[src/rtl/pwr_domain_shell.sv]
module pwr_domain_shell #(
  parameter int NREG = 4,
  parameter int W = 8,
  parameter bit CLAMP = 1'b1,
  parameter logic [W-1:0] SCRAMBLE = 8'hA5,
  localparam int AW = (NREG > 1) ? $clog2(NREG) : 1
) (
  input  logic            clk,
  input  logic            rst_n,
  input  logic            pwr_good,
  input  logic            ret_n,
  input  logic            iso_en,
  input  logic            wr_en,
  input  logic [AW-1:0]   wr_addr,
  input  logic [W-1:0]    wr_data,
  output logic [NREG*W-1:0] dout,
  output logic            regs_invalid,
  output logic            restore_err
);

  logic [W-1:0] main_q [NREG];
  logic [W-1:0] shadow_q [NREG];
  logic [NREG*W-1:0] main_flat, shadow_flat;
  logic ret_q, invalid_q, err_q;

  wire ret_rise = ret_n & ~ret_q;
  wire ret_fall = ~ret_n & ret_q;

  for (genvar g = 0; g < NREG; g++) begin : g_pack
    assign main_flat[g*W +: W]   = main_q[g];
    assign shadow_flat[g*W +: W] = shadow_q[g];
  end

  always_ff @(posedge clk or negedge rst_n) begin
    if (!rst_n) begin
      ret_q <= 1'b0;
    end else begin
      ret_q <= ret_n;
    end
  end

  // Always-on shadow copy
  always_ff @(posedge clk or negedge rst_n) begin
    if (!rst_n) begin
      for (int i = 0; i < NREG; i++) shadow_q[i] <= '0;
    end else if (ret_rise && pwr_good) begin
      for (int i = 0; i < NREG; i++) shadow_q[i] <= main_q[i];
    end
  end

  // Switched-domain registers
  always_ff @(posedge clk or negedge rst_n) begin
    if (!rst_n) begin
      for (int i = 0; i < NREG; i++) main_q[i] <= '0;
      invalid_q <= 1'b0;
      err_q <= 1'b0;
    end else if (!pwr_good) begin
      for (int i = 0; i < NREG; i++) main_q[i] <= SCRAMBLE ^ W'(i);
      invalid_q <= 1'b1;
      if (ret_fall) err_q <= 1'b1;
    end else if (ret_fall) begin
      for (int i = 0; i < NREG; i++) main_q[i] <= shadow_q[i];
      invalid_q <= 1'b0;
    end else if (!ret_n && wr_en) begin
      main_q[wr_addr] <= wr_data;
    end
  end

  assign dout = iso_en ? {(NREG*W){CLAMP}} : main_flat;
  assign regs_invalid = invalid_q;
  assign restore_err = err_q;

  p_save_r4: assert property (@(posedge clk) disable iff (!rst_n)
    (ret_rise && pwr_good) |=> shadow_flat == $past(main_flat));

  p_hold_r5: assert property (@(posedge clk) disable iff (!rst_n)
    (ret_n && ret_q && pwr_good) |=> $stable(main_flat));

  p_corrupt_r6: assert property (@(posedge clk) disable iff (!rst_n)
    !pwr_good |=> regs_invalid);

  p_restore_r7: assert property (@(posedge clk) disable iff (!rst_n)
    (ret_fall && pwr_good) |=> (main_flat == $past(shadow_flat)) && !regs_invalid);

  p_err_set_r8: assert property (@(posedge clk) disable iff (!rst_n)
    (ret_fall && !pwr_good) |=> restore_err);

  p_err_sticky_r8: assert property (@(posedge clk) disable iff (!rst_n)
    restore_err |=> restore_err);

  p_no_save_off_r9: assert property (@(posedge clk) disable iff (!rst_n)
    !pwr_good |=> $stable(shadow_flat));

endmodule

[config.mk]
export PLATFORM = sky130hd
export DESIGN_NAME = pwr_domain_shell
export DESIGN_NICKNAME = d
export VERILOG_FILES = /design/src/rtl/pwr_domain_shell.sv
export SDC_FILE = /design/constraint.sdc
export NUM_CORES = 1
export LEC_CHECK = 0
export BUFFER_PORTS_ARGS = -buffer_cell sky130_fd_sc_hd__buf_2
export CORE_MARGIN = 10
export CORE_UTILIZATION = 55
export CTS_BUF_LIST = sky130_fd_sc_hd__clkbuf_8 sky130_fd_sc_hd__clkbuf_16
export DETAILED_ROUTE_END_ITERATION = 16
export GPL_TIMING_DRIVEN = 0
export PLACE_DENSITY = 0.78
export SLEW_MARGIN = 20
export SYNTH_ARGS = -nofsm -noshare
export SYNTH_HDL_FRONTEND = slang
export SYNTH_SLANG_ARGS = --single-unit
[constraint.sdc]
create_clock -name clk -period 1.9 [get_ports clk]
set_input_delay 0.19 -clock clk [delete_from_list [all_inputs] [get_ports clk]]
set_output_delay 0.19 -clock clk [all_outputs]
set_load 0.005 [all_outputs]
Yosys cells after proc, flatten, opt, wreduce, memory -nomap -nowiden --
Cells that the tools add are included.
Word-level totals: flip-flop bits (word level) 67, latch bits 0, RAM bits 0, ROM bits 0, output and inout port bits 34, word-level logic and storage cells 35, memories 0
Cells by class: add/sub/neg operators 0, multiply operators 0, divide/modulo/power cells 0, $lt $le $gt $ge 2, equality and inequality tests 2, shift operators 0, multiplexer cells 9, bitwise logic cells 6, reductions and logical operators 5
Operators with widths (count):
- 2-to-1 mux 32 bit | 4
- bitwise mux 32 bit | 1
- demux 8 bit (select 2 bit) | 1
- 2-to-1 mux 8 bit | 1
- >= comparator 3 bit (second input constant) | 1
- logical AND 1 bit | 3
- < comparator 3 x 1 -> 1 bit (second input constant) | 1
- != test 3 x 1 -> 1 bit (second input constant) | 1
- NOT 1 bit | 3
- NOT 2 -> 3 bit | 1
- bitwise AND 1 bit | 2
- 2-to-1 mux 1 bit | 2
- != test 2 x 1 -> 1 bit (second input constant) | 1
- AND reduction 2 bit | 1
- logical NOT 1 bit | 1

Logic depth before layout (Yosys ltp) --
Gate-level depths: netlist (run 1).
word-level depth 9, mapped depth 6, gate-level depth less buffers 3

Worst setup path before layout (run 1) --
OpenSTA, ideal clock, no wires.
path kind flip-flop to flip-flop, from reg ret_q, to reg shadow_q, in the netlist shadow_flat[0], setup time 0.125 ns, data arrival time 1.089 ns, path slack 0.686 ns, cell stages (with the launch flop) 4, period minus slack after synthesis 1.214 ns, cell sequence dfrtp_1 nand3b_1 buf_2 mux2_2
Between the ends: cells in the longest elaborated chain, start to end 3
Ends and longest elaborated chain:
- start: declaration | line 24 | logic ret_q, invalid_q, err_q;
- start signal: assignment | line 38 | ret_q <= ret_n;
- NOT 1 bit | line 26 | wire ret_rise = ret_n & ~ret_q;
- bitwise AND 1 bit | line 26
- logical AND 1 bit | line 46 | end else if (ret_rise && pwr_good) begin
- end: declaration | line 22 | logic [W-1:0] shadow_q [NREG];
Every way passes these cells. A chain may end at the register's enable or synchronous reset.

Final worst setup path (run 1) --
from in ret_n, to reg shadow_q, in the netlist shadow_flat[14]
Between the ends: cells in the longest elaborated chain, start to end 2
Ends and longest elaborated chain:
- start: declaration | line 11 | input logic ret_n,
- bitwise AND 1 bit | line 26
- logical AND 1 bit | line 46
Every way passes these cells.

==> summary.txt, run 1 <==
Synthesis
  • Synth cell types: 40
  • Syn nets: ~280
  • Post-synthesis average cell area: 12.15 um2
  • Cell area after synthesis: roughly 3200 um2
  • Synth area leaders: sky130_fd_sc_hd__dfrtp_1 (53%), sky130_fd_sc_hd__mux2_2 (8.5%), sky130_fd_sc_hd__a32oi_1 (8.0%)
  • Count of yosys warnings during synthesis: 0
  • Flip-flop and latch count after synthesis: 67
  • Cell taking the most area after synthesis: sky130_fd_sc_hd__dfrtp_1
  • Number of synthesized flops with an enable pin: 0
  • Gate Count Post-Synth: approximately 260
  • Proportion of synthesized chip area in sequential cells: a little over half
  • FFs w/ async S/R, synth: 100.0%
  • Synth top area share: between 50% and 60%
  • Dominant register cell in the synthesized netlist: sky130_fd_sc_hd__dfrtp_1

Placed design
  • Routability congestion estimate: around 0.84
  • Count of port buffers added during placement: between 40 and 50
  • Post-detailed-placement half-perimeter wirelength: approximately 5600 um
  • Pre-CTS worst setup slack: about 0.50 ns

Setup path
  • Setup crit end kind: flip-flop
  • Reg2Reg Capture Point: shadow_flat[14]
  • Reg-to-reg critical path startpoint: ret_q
  • Critical path arrival: between 1.5 and 2 ns
  • Type of the worst setup path: primary input to flip-flop
  • CP required: approximately 2.1 ns
  • Crit. Startpoint: ret_n
  • Timing endpoint of the critical path: shadow_flat[14]
  • Worst Path Max Fanout: 10
  • Setup slack on the worst flop-to-flop path: roughly 0.51 ns
  • Launching element type of the critical path: primary input
  • R2R cell count: 3

Floorplanning
  • Row count: 27
  • Chip Width: 96.09 um
  • Placeable core area: about 5600 um2
  • Starting utilization of the core area: between 50 and 60%
  • Y dimension of the die: between 90 and 100 um
  • Number of top-level pins: 50
  • Die footprint: between 9000 and 10000 um2

GRT
  • GR Util All Layers: 18.00%
  • Global route overflow: 0
  • Global-route wire length before repair: between 10000 and 15000 um
  • Maximum number of pins on one net before global-route repair: 46
  • Initial antenna violation count: 0
  • Vias in the first global route: between 2000 and 3000

Clock tree
  • Clock transition at the registers of the reported paths: about 0.070 ns
  • Hold buffer count at CTS: 2
  • Number of gates resized after CTS: 0
  • Bufs on Longest Clock Path: 2
  • Clock Sink Count: 67
  • Clock buffer count from CTS: 9
  • Skew-Pair Late Insertion Delay: 0.34 ns
  • Max H-tree Level: 3
  • Root buffer selected by CTS: sky130_fd_sc_hd__clkbuf_8
  • CTS tree: built
  • # Post-CTS Setup Buffers: 0

Timing
  • Final critical delay including setup and external delays: between 1.5 and 2 ns
  • Setup-failing EPs final: 0
  • Transition at the pin with the smallest max-transition slack: around 0.60 ns
  • Worst setup slack after layout: between 0.3 and 0.4 ns
  • Normalized max-slew margin: between 50% and 60%
  • Final worst-path cycle share: between 80% and 90%
  • Final max-slew violation count: 0
  • Hold Violations, Final: 0
  • Total negative setup slack: 0 ns
  • Maximum clock rate: 648.8 MHz
  • Setup repair after global routing missed its margin: no
  • Worst Skew: about 0.0066 ns

Routing
  • Detailed-router iteration count before antenna repair: 4
  • Residual DRC: 0
  • Number of nets still failing antenna checks after routing: 0
  • Via-per-instance ratio: 6.157
  • Post-detailed-routing wire length: 8056 um
  • Routed via count: approximately 2500
  • Number of violations reported at the end of detailed-routing iteration 0: approximately 160
  • Routed wire per std cell: about 20 um

Cells and area
  • Commonest non-fill, non-tap cell in the layout: sky130_fd_sc_hd__dfrtp_1
  • Fraction of final layout cells with drive strength greater than 1: 44.68%
  • Final net count: 340
  • Leading cell types in the layout, fill and taps excluded: sky130_fd_sc_hd__dfrtp_1 (67), sky130_fd_sc_hd__buf_2 (57), sky130_fd_sc_hd__or2_2 (32)
  • Number of antenna repair diodes: 0
  • Area growth syn-to-layout: 18.82%
  • Fill count: between 400 and 500

Power
  • Leakage: between 1.5 and 2 nW
  • Max IR drop VDD: 0.0005609 V
  • Pwr dens: 901.8 nW/um2

Job
  • Number of max-cap violations: 0

Status
  • Result of the run: finished, final reports clean

Min path
  • Worst hold path class: primary input to flip-flop
  • Hold Path Origin: pwr_good
==> sequential cells by signal, indices dropped and copies added, names as in the netlist <==
register	cells
shadow_flat	32
restore_err	1
ret_q	1
regs_invalid	1
main_flat	32
==> through the flow <==
step | hold slack [ns] | total power, mW | util, % | std cells | cell area, um2
floorplan | -0.1056 | 1.907 | - | 262 | 3184
global placement | 0.3235 | 2.069 | 63.05 | 382 | 3515
detailed placement | 0.1070 | 2.094 | 63.46 | 383 | 3537
CTS | 0.09774 | 3.417 | 67.88 | 401 | 3784
global route | 0.1119 | 3.537 | 67.88 | 401 | 3784
finish | 0.09754 | 3.412 | 67.88 | 401 | 3784
==> synth_stat cells, types with 3 or more instances <==
library cell                number
sky130_fd_sc_hd__or2_2          32
sky130_fd_sc_hd__a32oi_1        29
sky130_fd_sc_hd__o21ai_0         9
sky130_fd_sc_hd__buf_6           4
sky130_fd_sc_hd__buf_4           4
sky130_fd_sc_hd__dfrtp_1        67
sky130_fd_sc_hd__a2bb2oi_1      13
sky130_fd_sc_hd__a32o_1          3
sky130_fd_sc_hd__inv_1           7
sky130_fd_sc_hd__clkbuf_1        3
sky130_fd_sc_hd__o22ai_1         7
sky130_fd_sc_hd__o22a_1          3
sky130_fd_sc_hd__mux2_2         24
sky130_fd_sc_hd__nand2_1         9
sky130_fd_sc_hd__buf_2          10
sky130_fd_sc_hd__o2bb2ai_1       9
==> where the power goes <==
part / switching [mW] / internal [mW]
Clock: 0.535 / 0.804
Sequential: 0.0688 / 1.54
Combinational: 0.237 / 0.229
==> routing by layer <==
metal | vias up | global-route usage [%] | share of wire [%] | wire length (um)
li1 | 1116 | - | - | -
met1 | 1235 | 22.93 | 41 | 3288
met2 | 108 | 28.98 | 49 | 3973
met3 | 10 | 3.813 | 8.4 | 680
met4 | 0 | 7.740 | 1.4 | 113
met5 | - | 0 | 0 | 0
==> how the worst min path moves through the flow <==
stage / endpoint / depth (start not counted)
global placement: ret_q / 1
finish: regs_invalid / 2
global route: regs_invalid / 2
detailed placement: main_flat[20] / 1
CTS: regs_invalid / 2
floorplan: main_flat[0] / 0
==> cell type report <==
type,count,area (um2),share of cell area [%]
buffer,23,145.1,3.836
clock buffer,11,151.4,4.001
clock inverter,5,75.07,1.984
inverter,7,26.28,0.6944
multi-input combinational,165,1336,35.32
sequential,67,1677,44.31
tap,72,90.09,2.381
timing repair buffer,51,282.8,7.474
==> cells by family (layout without fill, tap and decap cells) <==
logic type | Yosys count | count (layout) | synth area share (%)
mux | 25 | 25 | 8.841
flops | 67 | 67 | 52.65
buf+inv | 30 | 97 | 5.383
compound gates | 81 | 81 | 21.10
simple gates | 59 | 59 | 12.02
==> worst max-delay path, cell delays in order <==
cell                            delay, ns
sky130_fd_sc_hd__dlygate4sd3_1       0.53
sky130_fd_sc_hd__buf_2               0.13
sky130_fd_sc_hd__buf_6               0.13
sky130_fd_sc_hd__nand3b_1            0.11
sky130_fd_sc_hd__buf_2               0.29
sky130_fd_sc_hd__mux2_2              0.37
No activity file was read; power rests on OpenSTA's default activity.
==> run 2: changes to the inputs <==
clock period = 1.5 ns   (was 1.9 ns; I/O delays follow)
==> summary.txt, run 2 (synthesis results as in run 1) <==
Status
  • Result of the run: finished, final reports clean

Timing
  • Maximum clock rate: 718.8 MHz
  • Final worst-path cycle share: between 90% and 100%
  • Final max-slew violation count: 0 (unchanged)
  • Total negative setup slack: 0 ns (unchanged)
  • Worst slack on hold paths: 0.06194 ns (-0.03560 ns)
  • Worst Skew: 0.006113 ns (-0.0005008 ns)
  • Normalized max-slew margin: 59.76% (about the same)
  • Final critical delay including setup and external delays: ~1.4 ns
  • Transition at the pin with the smallest max-transition slack: 0.6013 ns (+0.0003830 ns)
  • Hold Violations, Final: 0 (unchanged)
  • Setup-failing EPs final: 0 (unchanged)
  • Setup repair after global routing missed its margin: no

Clock tree
  • Max H-tree Level: 3 (unchanged)
  • Root buffer selected by CTS: sky130_fd_sc_hd__clkbuf_8
  • Number of gates resized after CTS: 0 (unchanged)
  • Clock buffer count from CTS: 9 (unchanged)
  • Bufs on Longest Clock Path: 2 (unchanged)
  • CTS tree: built
  • Clock transition at the registers of the reported paths: 0.07 ns (about the same)
  • # Post-CTS Setup Buffers: 0 (unchanged)
  • Skew-Pair Late Insertion Delay: 0.34 ns (about the same)
  • Clock Sink Count: 67 (unchanged)

Floorplanning
  • Placeable core area: 5574 um2 (unchanged)
  • Y dimension of the die: 96.09 um (unchanged)
  • Number of top-level pins: 50 (unchanged)
  • Chip Width: 96.09 um (unchanged)
  • Die footprint: 9233 um2 (unchanged)
  • Row count: 27 (unchanged)
  • Starting utilization of the core area: 57.13% (unchanged)

GRT
  • Maximum number of pins on one net before global-route repair: 46 (unchanged)
  • Global-route wire length before repair: 12940 um (-0.22%)
  • GR Util All Layers: 17.97% (-0.033 points)
  • Initial antenna violation count: 0 (unchanged)
  • Vias in the first global route: 2548 (unchanged)
  • Global route overflow: 0 (unchanged)

Routing
  • Post-detailed-routing wire length: 8075 um (+0.24%)
  • Number of nets still failing antenna checks after routing: 0 (unchanged)
  • Residual DRC: 0 (unchanged)
  • Number of violations reported at the end of detailed-routing iteration 0: 189 (+15%)
  • Detailed-router iteration count before antenna repair: 4 (unchanged)
  • Routed wire per std cell: 20.14 um (+0.24%)
  • Routed via count: 2448 (-0.85%)
  • Via-per-instance ratio: 6.105 (-0.85%)

Power
  • Leakage: 1.572 nW (unchanged)
  • Pwr dens: 1142 nW/um2 (+27%)
  • Max IR drop VDD: 0.0007172 V (+28%)

Min path
  • Hold Path Origin: pwr_good
  • Worst Hold Depth: 2 (unchanged)
  • Worst hold endpoint: regs_invalid
  • Worst hold path class: primary input to flip-flop

Placed design
  • Post-detailed-placement half-perimeter wirelength: 5617 um (unchanged)
  • Routability congestion estimate: 0.8408 (unchanged)
  • Count of port buffers added during placement: 48 (unchanged)

Cells and area
  • Commonest non-fill, non-tap cell in the layout: sky130_fd_sc_hd__dfrtp_1
  • Area growth syn-to-layout: 18.82% (unchanged)
  • Number of antenna repair diodes: 0 (unchanged)
  • Fraction of final layout cells with drive strength greater than 1: 44.68% (unchanged)
  • Leading cell types in the layout, fill and taps excluded: sky130_fd_sc_hd__dfrtp_1 (67), sky130_fd_sc_hd__buf_2 (57), sky130_fd_sc_hd__or2_2 (32)
  • Final net count: 340 (unchanged)
  • Final Core Density: 67.88% (unchanged)

Setup path
  • Setup crit end kind: flip-flop
  • Type of the worst setup path: flip-flop to flip-flop
  • Reg-to-reg critical path startpoint: ret_q
  • Setup slack on the worst flop-to-flop path: 0.11 ns (-0.40 ns)
  • Launching element type of the critical path: flip-flop
  • Critical path arrival: 1.61 ns (-0.16 ns)
  • CP required: 1.72 ns (-0.40 ns)
  • Reg2Reg Capture Point: shadow_flat[14]
  • R2R cell count: 3 (unchanged)
  • Worst Path Max Fanout: 10 (unchanged)

Job
  • Number of max-cap violations: 0 (unchanged)
run 2: cell counts in the layout (fill, tap and decap cells not counted):
No cell type changed its count.
run 2: worst max path at each step:
stage                     startpoint         endpoint  slack (ns)
after floorplan                ret_q   shadow_flat[0]        0.29
after global placement         rst_n    main_flat[13]        0.02
after detailed placement       ret_q  shadow_flat[13]        0.10
after CTS                      ret_q     main_flat[1]        0.10
after global routing           ret_q     main_flat[1]        0.01
final                          ret_q  shadow_flat[14]        0.11
run 2: area by class of cell:
cell class | instances | area, um2
clock buffer | 11 | 151.4
timing repair buffer | 51 | 282.8
tap | 72 | 90.09
inverter | 7 | 26.28
multi-input combinational | 165 | 1336
clock inverter | 5 | 75.07
buffer | 23 | 145.1
fill | 437 | 1790
sequential | 67 | 1677
run 2: repair_timing:
| item | in CTS | in global routing |
|---|---|---|
| endpoints found under the setup margin | 0 | 0 |
| hold buffers | 2 | 0 |
| endpoints found under the hold margin | 23 | 0 |
run 2: critical path, cell delays in order, from the launching register on:
cell and delay [ns]:
sky130_fd_sc_hd__dfrtp_1 0.44, sky130_fd_sc_hd__nand3b_1 0.17, sky130_fd_sc_hd__buf_2 0.29, sky130_fd_sc_hd__mux2_2 0.37
run 2: per-layer routing:
metal	share of wire, %	track usage (%)
met5	0	0
met1	42	22.93
met3	8.6	3.735
met2	48	28.92
met4	1.3	7.740
run 2: metrics by stage:
stage,cells,power [mW],worst slack (ns),instance area (um2)
2_1_floorplan,262,2.416,0.2862,3184
3_3_place_gp,382,2.621,0.02148,3515
3_5_place_dp,383,2.652,0.1005,3537
4_1_cts,401,4.328,0.1033,3784
5_1_grt,401,4.480,0.009870,3784
6_report,401,4.320,0.1089,3784
run 2: where the power goes:
group / total [mW] / internal [mW] / switching [mW]
sequential: 2.04 / 1.95 / 0.0873
combinational: 0.591 / 0.290 / 0.301
clock: 1.69 / 1.02 / 0.675
==> run 3: changes to the inputs <==
clock period = 1.3 ns   (was 1.5 ns; I/O delays follow)
==> summary.txt, run 3 (synthesis results as in run 1) <==
Status
  • Result of the run: finished with violations
  • Violated checks: setup timing

Setup path
  • Reg-to-reg critical path startpoint: ret_q
  • Largest stage delay, worst path: 0.45 ns (about the same)
  • Cell-by-cell trace of the critical path: nand3b_1 -> buf_6 -> buf_4 -> mux2_2
  • Type of the worst setup path: flip-flop to flip-flop
  • Crit-path slowest cell: sky130_fd_sc_hd__dfrtp_2
  • Launching element type of the critical path: flip-flop
  • CP required: 1.53 ns (-0.19 ns)
  • Crit. Startpoint: ret_q
  • Critical path arrival: 1.56 ns (-0.05 ns)
  • Worst Path Max Fanout: 5 (-5)
  • Setup slack on the worst flop-to-flop path: -0.03 ns (-0.14 ns)
  • Setup crit end kind: flip-flop

Routing
  • Post-detailed-routing wire length: 8843 um (+9.5%)
  • Number of nets still failing antenna checks after routing: 0 (unchanged)
  • Detailed-router iteration count before antenna repair: 4 (unchanged)
  • Routed via count: 2617 (+6.9%)
  • Routed met1 length: 3570 um (+6.0%)
  • Max layer used: met4
  • DR WL met3: 634 um (-9.0%)
  • WL met2: 4458 um (+14%)
  • Via-per-instance ratio: 6.231 (+2.1%)
  • Residual DRC: 0 (unchanged)
  • Number of violations reported at the end of detailed-routing iteration 0: 176 (-6.9%)
  • Routed wire per std cell: 21.05 um (+4.6%)

Clock tree
  • Root buffer selected by CTS: sky130_fd_sc_hd__clkbuf_8
  • Skew-Pair Late Insertion Delay: 0.35 ns (about the same)
  • Bufs on Longest Clock Path: 2 (unchanged)
  • Clock transition at the registers of the reported paths: 0.07 ns (about the same)
  • Max H-tree Level: 3 (unchanged)
  • Clock Sink Count: 67 (unchanged)
  • Clock buffer count from CTS: 9 (unchanged)
  • CTS tree: built

Timing
  • Normalized max-slew margin: 60.56% (+0.80 points)
  • Worst Skew: 0.009158 ns (+0.003045 ns)
  • Maximum clock rate: 752.6 MHz (+4.7%)
  • Worst setup slack after layout: -0.02881 ns (-0.1377 ns)
  • Setup repair after global routing missed its margin: yes
  • Setup-failing EPs final: 13 (+13)
  • Transition at the pin with the smallest max-transition slack: 0.5894 ns (-0.01197 ns)
  • Final max-slew violation count: 0 (unchanged)
  • Worst slack on hold paths: 0.03293 ns (-0.02901 ns)
  • Final worst-path cycle share: 102.2% (+9.5 points)
  • Final critical delay including setup and external delays: 1.329 ns (-0.06233 ns)
  • Hold Violations, Final: 0 (unchanged)
  • Total negative setup slack: -0.1670 ns (-0.1670 ns)

Placed design
  • Count of port buffers added during placement: 48 (unchanged)
  • Post-detailed-placement half-perimeter wirelength: 5617 um (unchanged)
  • Routability congestion estimate: 0.8408 (unchanged)
  • Pre-CTS worst setup slack: -0.09946 ns (-0.2000 ns)
  • Cell Area, Placed: 3537 um2 (unchanged)
  • Placed Cells incl. Taps: 383 (unchanged)

Floorplanning
  • Y dimension of the die: 96.09 um (unchanged)
  • Die footprint: 9233 um2 (unchanged)
  • Row count: 27 (unchanged)
  • Placeable core area: 5574 um2 (unchanged)
  • Starting utilization of the core area: 57.13% (unchanged)
  • Chip Width: 96.09 um (unchanged)
  • Number of top-level pins: 50 (unchanged)

Cells and area
  • Number of antenna repair diodes: 0 (unchanged)
  • Final net count: 359 (+5.6%)
  • Final Core Density: 74.05% (+6.2 points)
  • Layout Cell Area excl Fill: 4128 um2 (+9.1%)
  • Leading cell types in the layout, fill and taps excluded: sky130_fd_sc_hd__dfrtp_1 (66), sky130_fd_sc_hd__buf_2 (44), sky130_fd_sc_hd__a32oi_1 (26)
  • Commonest non-fill, non-tap cell in the layout: sky130_fd_sc_hd__dfrtp_1
  • Area growth syn-to-layout: 29.63%
  • Fraction of final layout cells with drive strength greater than 1: 51.44% (+6.8 points)
  • Final cell count without fillers: 420 (+4.7%)

Power
  • Pwr dens: 1246 nW/um2 (+9.2%)
  • Max IR drop VDD: 0.0008012 V (+12%)
  • Design Power: 5.144 mW (+19%)
  • Leakage: 1.741 nW (+11%)

GRT
  • Initial antenna violation count: 0 (unchanged)
  • GR Util All Layers: 18.13% (+0.16 points)
  • Global-route wire length before repair: 13000 um (+0.48%)
  • Vias in the first global route: 2564 (+0.63%)
  • Maximum number of pins on one net before global-route repair: 46 (unchanged)
  • Global route overflow: 0 (unchanged)

Min path
  • Worst hold path class: primary input to flip-flop
  • Hold Path Origin: pwr_good

Job
  • Number of max-cap violations: 0 (unchanged)
[run 3: repair_timing]
item / CTS / global route
cloned: 0 / 3
buffers inserted: 0 / 16
endpoints found under the hold margin: 23 / 0
resized for setup: 7 / 52
hold buffers: 2 / 0
endpoints found under the setup margin: 28 / 68
[run 3: metal layers]
| metal | GRT usage (%) | vias to the layer above |
|---|---|---|
| met4 | 8.108 | 0 |
| met2 | 28.70 | 120 |
| met1 | 23.08 | 1321 |
| li1 | - | 1159 |
| met3 | 4.358 | 17 |
| met5 | 0 | - |
[run 3: final cells by class]
cell class / instances / area, um2
multi-input cells: 165 / 1426
clock inverters: 5 / 75.07
flip-flops and latches: 67 / 1678
inverters: 7 / 26.28
plain buffers: 23 / 186.4
repair buffers: 70 / 494.2
fillers: 386 / 1446
clock buffers: 11 / 151.4
well taps: 72 / 90.09
[run 3: where the power goes]
part / internal, mW / switching [mW] / total [mW] / leakage (nW)
Clock: 1.17 / 0.788 / 1.96 / 0.119
Combinational: 0.432 / 0.397 / 0.829 / 0.831
Sequential: 2.25 / 0.104 / 2.35 / 0.791
[run 3: final timing paths]
check                      cells after the start              end
min in group asynchronous                      2    main_flat[20]
min reg2reg                                    1      restore_err
min                                            2     regs_invalid
max in group asynchronous                      3  shadow_flat[31]
max                                            4  shadow_flat[29]
max reg2reg                                    4  shadow_flat[29]
[run 3: critical path, delay by kind of cell (launching register included)]
family | cells | cell delay, ns
flops | 1 | 0.45
mux | 1 | 0.27
simple gates | 1 | 0.18
buf+inv | 2 | 0.31
